==> src/rtl/prio_arb_pkg.sv <==
package prio_arb_pkg;
  localparam int NUM_MASTERS = 3;
  localparam int IDX_CORE = 0;
  localparam int IDX_DMA = 1;
  localparam int IDX_DBG = 2;
  localparam int CFG_W = 16;
  localparam logic [CFG_W-1:0] RAISE_CODE = 16'h0020;
  localparam logic [CFG_W-1:0] DEFAULT_CODE = 16'h0000;

  typedef struct packed {
    logic [NUM_MASTERS-1:0] grant;
    logic wrEn;
    logic rdEn;
  } arbStrobe_t;
endpackage

==> src/rtl/prio_arb_ctrl.sv <==
module prio_arb_ctrl
  import prio_arb_pkg::*;
(
  input  logic                   clk,
  input  logic                   rst_n,
  input  logic [NUM_MASTERS-1:0] reqVec,
  input  logic [NUM_MASTERS-1:0] weVec,
  input  logic                   cfgWe,
  input  logic [CFG_W-1:0]       cfgWdata,
  output logic [CFG_W-1:0]       cfgRdata,
  output arbStrobe_t             strobe
);
  logic [CFG_W-1:0] prioReg;
  logic dmaRaised;
  logic [NUM_MASTERS-1:0] grantVec;

  // The code is only sampled at the clock edge, so a write changes the
  // arbitration from the following cycle on.
  always_ff @(posedge clk or negedge rst_n) begin
    if (!rst_n) prioReg <= DEFAULT_CODE;
    else if (cfgWe) prioReg <= cfgWdata;
  end

  // Reserved codes decode to the default order.
  assign dmaRaised = (prioReg == RAISE_CODE);

  always_comb begin
    grantVec = '0;
    if (rst_n) begin
      if (dmaRaised) begin
        if (reqVec[IDX_DMA]) grantVec[IDX_DMA] = 1'b1;
        else if (reqVec[IDX_CORE]) grantVec[IDX_CORE] = 1'b1;
        else if (reqVec[IDX_DBG]) grantVec[IDX_DBG] = 1'b1;
      end else begin
        if (reqVec[IDX_CORE]) grantVec[IDX_CORE] = 1'b1;
        else if (reqVec[IDX_DMA]) grantVec[IDX_DMA] = 1'b1;
        else if (reqVec[IDX_DBG]) grantVec[IDX_DBG] = 1'b1;
      end
    end
  end

  always_comb begin
    strobe.grant = grantVec;
    strobe.wrEn = |(grantVec & weVec);
    strobe.rdEn = |(grantVec & ~weVec);
  end

  assign cfgRdata = prioReg;
endmodule

==> src/rtl/prio_arb_datapath.sv <==
module prio_arb_datapath
  import prio_arb_pkg::*;
#(
  parameter int ADDR_W = 6,
  parameter int DATA_W = 16
) (
  input  logic                               clk,
  input  logic                               rst_n,
  input  arbStrobe_t                         strobe,
  input  logic [NUM_MASTERS-1:0][ADDR_W-1:0] addrVec,
  input  logic [NUM_MASTERS-1:0][DATA_W-1:0] wdataVec,
  output logic [NUM_MASTERS-1:0]             rvalidVec,
  output logic [DATA_W-1:0]                  rdata
);
  localparam int DEPTH = 1 << ADDR_W;

  logic [ADDR_W-1:0] selAddr;
  logic [DATA_W-1:0] selWdata;
  logic [DATA_W-1:0] memArr [DEPTH];
  logic [DATA_W-1:0] rdataQ;

  // One-hot grant selects the winner's address and data.
  always_comb begin
    selAddr = '0;
    selWdata = '0;
    for (int m = 0; m < NUM_MASTERS; m++) begin
      if (strobe.grant[m]) begin
        selAddr = selAddr | addrVec[m];
        selWdata = selWdata | wdataVec[m];
      end
    end
  end

  always_ff @(posedge clk) begin
    if (strobe.wrEn) memArr[selAddr] <= selWdata;
  end

  always_ff @(posedge clk or negedge rst_n) begin
    if (!rst_n) rdataQ <= '0;
    else if (strobe.rdEn) rdataQ <= memArr[selAddr];
  end

  for (genvar m = 0; m < NUM_MASTERS; m++) begin : gRvalid
    always_ff @(posedge clk or negedge rst_n) begin
      if (!rst_n) rvalidVec[m] <= 1'b0;
      else rvalidVec[m] <= strobe.grant[m] & strobe.rdEn;
    end
  end

  assign rdata = rdataQ;
endmodule

==> src/rtl/prio_mem_arbiter.sv <==
module prio_mem_arbiter
  import prio_arb_pkg::*;
#(
  parameter int ADDR_W = 6,
  parameter int DATA_W = 16
) (
  input  logic              clk,
  input  logic              rst_n,
  input  logic              coreReq,
  input  logic              coreWe,
  input  logic [ADDR_W-1:0] coreAddr,
  input  logic [DATA_W-1:0] coreWdata,
  output logic              coreGnt,
  output logic              coreRvalid,
  output logic [DATA_W-1:0] coreRdata,
  input  logic              dmaReq,
  input  logic              dmaWe,
  input  logic [ADDR_W-1:0] dmaAddr,
  input  logic [DATA_W-1:0] dmaWdata,
  output logic              dmaGnt,
  output logic              dmaRvalid,
  output logic [DATA_W-1:0] dmaRdata,
  input  logic              dbgReq,
  input  logic              dbgWe,
  input  logic [ADDR_W-1:0] dbgAddr,
  input  logic [DATA_W-1:0] dbgWdata,
  output logic              dbgGnt,
  output logic              dbgRvalid,
  output logic [DATA_W-1:0] dbgRdata,
  input  logic              cfgWe,
  input  logic [15:0]       cfgWdata,
  output logic [15:0]       cfgRdata
);
  logic [NUM_MASTERS-1:0] reqVec, weVec, rvalidVec;
  logic [NUM_MASTERS-1:0][ADDR_W-1:0] addrVec;
  logic [NUM_MASTERS-1:0][DATA_W-1:0] wdataVec;
  logic [DATA_W-1:0] rdShared;
  arbStrobe_t strobe;

  assign reqVec = {dbgReq, dmaReq, coreReq};
  assign weVec = {dbgWe, dmaWe, coreWe};
  assign addrVec = {dbgAddr, dmaAddr, coreAddr};
  assign wdataVec = {dbgWdata, dmaWdata, coreWdata};

  prio_arb_ctrl u_ctrl (
    .clk(clk), .rst_n(rst_n), .reqVec(reqVec), .weVec(weVec),
    .cfgWe(cfgWe), .cfgWdata(cfgWdata), .cfgRdata(cfgRdata), .strobe(strobe)
  );

  prio_arb_datapath #(.ADDR_W(ADDR_W), .DATA_W(DATA_W)) u_dp (
    .clk(clk), .rst_n(rst_n), .strobe(strobe), .addrVec(addrVec),
    .wdataVec(wdataVec), .rvalidVec(rvalidVec), .rdata(rdShared)
  );

  assign coreGnt = strobe.grant[IDX_CORE];
  assign dmaGnt = strobe.grant[IDX_DMA];
  assign dbgGnt = strobe.grant[IDX_DBG];
  assign coreRvalid = rvalidVec[IDX_CORE];
  assign dmaRvalid = rvalidVec[IDX_DMA];
  assign dbgRvalid = rvalidVec[IDX_DBG];
  assign coreRdata = rdShared;
  assign dmaRdata = rdShared;
  assign dbgRdata = rdShared;
endmodule

==> config.mk <==
export PLATFORM = sky130hd
export DESIGN_NAME = prio_mem_arbiter
export DESIGN_NICKNAME = d
export VERILOG_FILES = /design/src/rtl/prio_arb_pkg.sv /design/src/rtl/prio_arb_ctrl.sv /design/src/rtl/prio_arb_datapath.sv /design/src/rtl/prio_mem_arbiter.sv
export SDC_FILE = /design/constraint.sdc
export NUM_CORES = 1
export LEC_CHECK = 0
export ABC_CLOCK_PERIOD_IN_PS = 8800
export BUFFER_PORTS_ARGS = -buffer_cell sky130_fd_sc_hd__buf_2
export CAP_MARGIN = 20
export CORE_UTILIZATION = 60
export DETAILED_ROUTE_END_ITERATION = 7
export PLACE_DENSITY = 0.78
export REMOVE_ABC_BUFFERS = 1
export SLEW_MARGIN = 20
export SYNTH_ARGS = -nofsm -noshare
export SYNTH_HDL_FRONTEND = slang
export SYNTH_SLANG_ARGS = --single-unit
==> constraint.sdc <==
create_clock -name clk -period 8.8 [get_ports clk]
set_clock_uncertainty 0.15 [all_clocks]
set_input_delay 1.32 -clock clk [delete_from_list [all_inputs] [get_ports clk]]
set_output_delay 1.32 -clock clk [all_outputs]
set_load 0.005 [all_outputs]
==> reports/metrics.cfg <==
[clock_network]
postCtsSetupBuffers=0
clock_sinks=1059
ctsHoldBuffers=0
path_clk_slew_ns=0.06
ctsResizeCount=0
cts.path.max_buffers=3
tritoncts=built
cts_root_buf=clkbuf_16
cts_htree_levels=3
cts_made_buffers=102
clock_latency_ns=0.66

[grt]
grt.total_usage=0.346
grt_pass1_wl_microns=174000
grt_pass1_vias=26200
grt_max_degree=146
antenna_found_initial=4
overflow=0

[layout]
post-route-util=0.689
nets=3056
drive_above_1_share=0.167
area_growth_pct=12.9

[place]
gp_congestion=0.992
dp_hpwl_microns=69500
io_buffer_count=160

[setup_path]
endpoint_kind=flop
timing.rr.start=u_ctrl.cfgRdata[10]
crit_family=compound AO/OA/AOI/OAI gates
startpoint=rst_n
arrival_ns=6.37
cp_slowest_stage_delay_ns=0.92
crit_path_cell_trace=buf_2 -> buf_4 -> and3b_1 -> a22o_1 -> a41oi_4 -> nand2_8 -> buf_4 -> nand2_1 -> o22ai_1 -> a221oi_1 -> a21oi_1 -> a311oi_1 -> a31oi_1
rr_endpoint=u_dp.rdata[6]
cp-start-kind=input port
crit_type=in2reg
reg2reg_slack_ns=3.26
r2r_cells=11
crit_end=u_dp.rdata[3]
cpMaxStageDelayCell=buf_4
crit_top_cell=buf_4
cp_max_fo=89
crit_required_ns=9.23
crit_buf_inv=3
cp.depth=13

[floorplan]
row_count=95
dieHeight_microns=264
die_x_microns=264
core-area_sq_um=67600
start_util=0.611
dieArea_sq_um=69900
ios=161

[timing]
fin_crit_ns=5.94
slew_headroom=0.210
finalSetupTns_ns=0
fmax_ghz=0.168
rsz0062_at_grt=false
finalSetupViolations=0
whs_ns=0.401
timing.final.crit_share=0.675
worstMarginPinSlew_ns=1.17
slew_viol_final=0
hold_viol_final=0

[drt]
wirelength_microns=121000
ant_nets=0
drt-pass1-iter-count=6
num_vias=27300
via_per_inst=6.94
drt-initial-drc-count=4548
drc=0
avgRoutedWirePerCell_microns=30.9

[hold_path]
hp-class=reg2reg

[power_and_ir_drop]
leakage_nw=16.3
ir_drop_v=0.000198
clkPwrFrac=0.410
p_int_mw=8.44
swShare=0.230
p_sw_mw=2.52
comb_power_share=0.074
powerDensity_nw_per_um2=235
seqPwrFrac=0.516

[run]
cap_violations=0

[logic_synthesis]
yosysUniqueCellTypes=72
async_flop_share=0.0331
synth_area_leader_cell=edfxtp_1
ys_warn_count=0
synthFlopType=edfxtp_1
avgSynthCellArea_sq_um=14.8
synth-seq-cells=1059
synth_edf_count=1024
ys_seq_area_frac=0.766
synth_area_leaders=edfxtp_1 (74%), nand2_1 (4.6%), a22oi_1 (2.9%)
yosysMostFrequentCell=edfxtp_1
syn_area_sq_um=41300
synthTopCellsByCount=edfxtp_1 (1024), nand2_1 (504), a22oi_1 (159), a21oi_1 (152), nand3_1 (146)
synthCells=2794
synth_top_area_share=0.744

[status]
status=complete, no violations

==> per-layer routing <==
layer | global-route usage | up-vias | routed length (microns)
met5 | 0 | - | 8
met4 | 0.190 | 2 | 7080
met3 | 0.104 | 418 | 19000
met2 | 0.524 | 2549 | 54700
met1 | 0.453 | 13200 | 40600
li1 | - | 11100 | -
==> logic make-up after synthesis <==
group / after synthesis / synth area share
buffers and inverters: 226 / 0.0276
and+or+nand+nor: 842 / 0.0871
muxes: 76 / 0.0190
DFF: 1059 / 0.766
AOI/OAI and AO/OA: 591 / 0.101
==> registers in the layout (all words and copies together) (netlist names) <==
register and flops:
u_dp.rdata 16, u_ctrl.cfgRdata 16, u_dp.memArr 1024, u_dp.rvalidVec 3
==> worst min path at each step <==
| stage | from | end | slack (ns) | cells after the start |
|---|---|---|---|---|
| finish | u_ctrl.cfgRdata[3] | u_ctrl.cfgRdata[3] | 0.40 | 1 |
| global route | u_ctrl.cfgRdata[15] | u_ctrl.cfgRdata[15] | 0.43 | 1 |
| CTS | u_ctrl.cfgRdata[3] | u_ctrl.cfgRdata[3] | 0.40 | 1 |
| detailed placement | u_ctrl.cfgRdata[3] | u_ctrl.cfgRdata[3] | 0.39 | 1 |
| global placement | u_ctrl.cfgRdata[12] | u_ctrl.cfgRdata[12] | 0.38 | 1 |
| floorplan | u_ctrl.cfgRdata[5] | u_ctrl.cfgRdata[5] | 0.37 | 1 |
==> cell type report <==
type	count	area, sq um
flip-flops and latches	1059	31600
well taps	873	1090
multi-input cells	1509	8710
repair buffers	276	1700
diodes	2	5.00
fillers	4253	21000
clock inverters	72	778
inverters	17	71.3
clock buffers	119	2660
==> worst reg2reg max path, delay by kind of cell (launching register included) <==
kind            cells  cell delay, ns
compound gates      4            1.29
simple gates        5            2.46
buf+inv             2            1.06
flops               1            0.42
==> power by group through the flow <==
stage | Clock [mW] | Combinational [mW] | Sequential [mW]
2_1_floorplan | 0 | 0.379 | 5.74
3_3_place_gp | 0 | 0.752 | 5.75
3_5_place_dp | 0 | 0.772 | 5.76
4_1_cts | 4.49 | 0.778 | 5.65
5_1_grt | 4.68 | 0.832 | 5.66
6_report | 4.50 | 0.806 | 5.66
==> layout by cell type (no fill, tap or decap), drive strengths merged, types with 17 or more instances in the layout <==
cell type	count
a21oi	153
a221oi	42
a222oi	19
a22oi	159
a31oi	50
a41oi	27
and3	20
buf	276
clkbuf	119
clkinv	51
dfrtp	35
edfxtp	1024
inv	19
mux2	17
mux2i	59
nand2	505
nand3	146
nand4	20
nor2	111
o21ai	47
==> metrics by stage <==
step           setup WS, ns  area [sq um]  power (mW)  cells
5_1_grt                2.68         46600        11.2   3927
3_3_place_gp           2.61         43200        6.50   3734
4_1_cts                3.09         46600        10.9   3925
2_1_floorplan        -0.396         40200        6.12   2585
6_report               2.86         46600        11.0   3927
3_5_place_dp           2.43         43200        6.53   3734
Note: power is estimated with default switching activity, not from simulation.
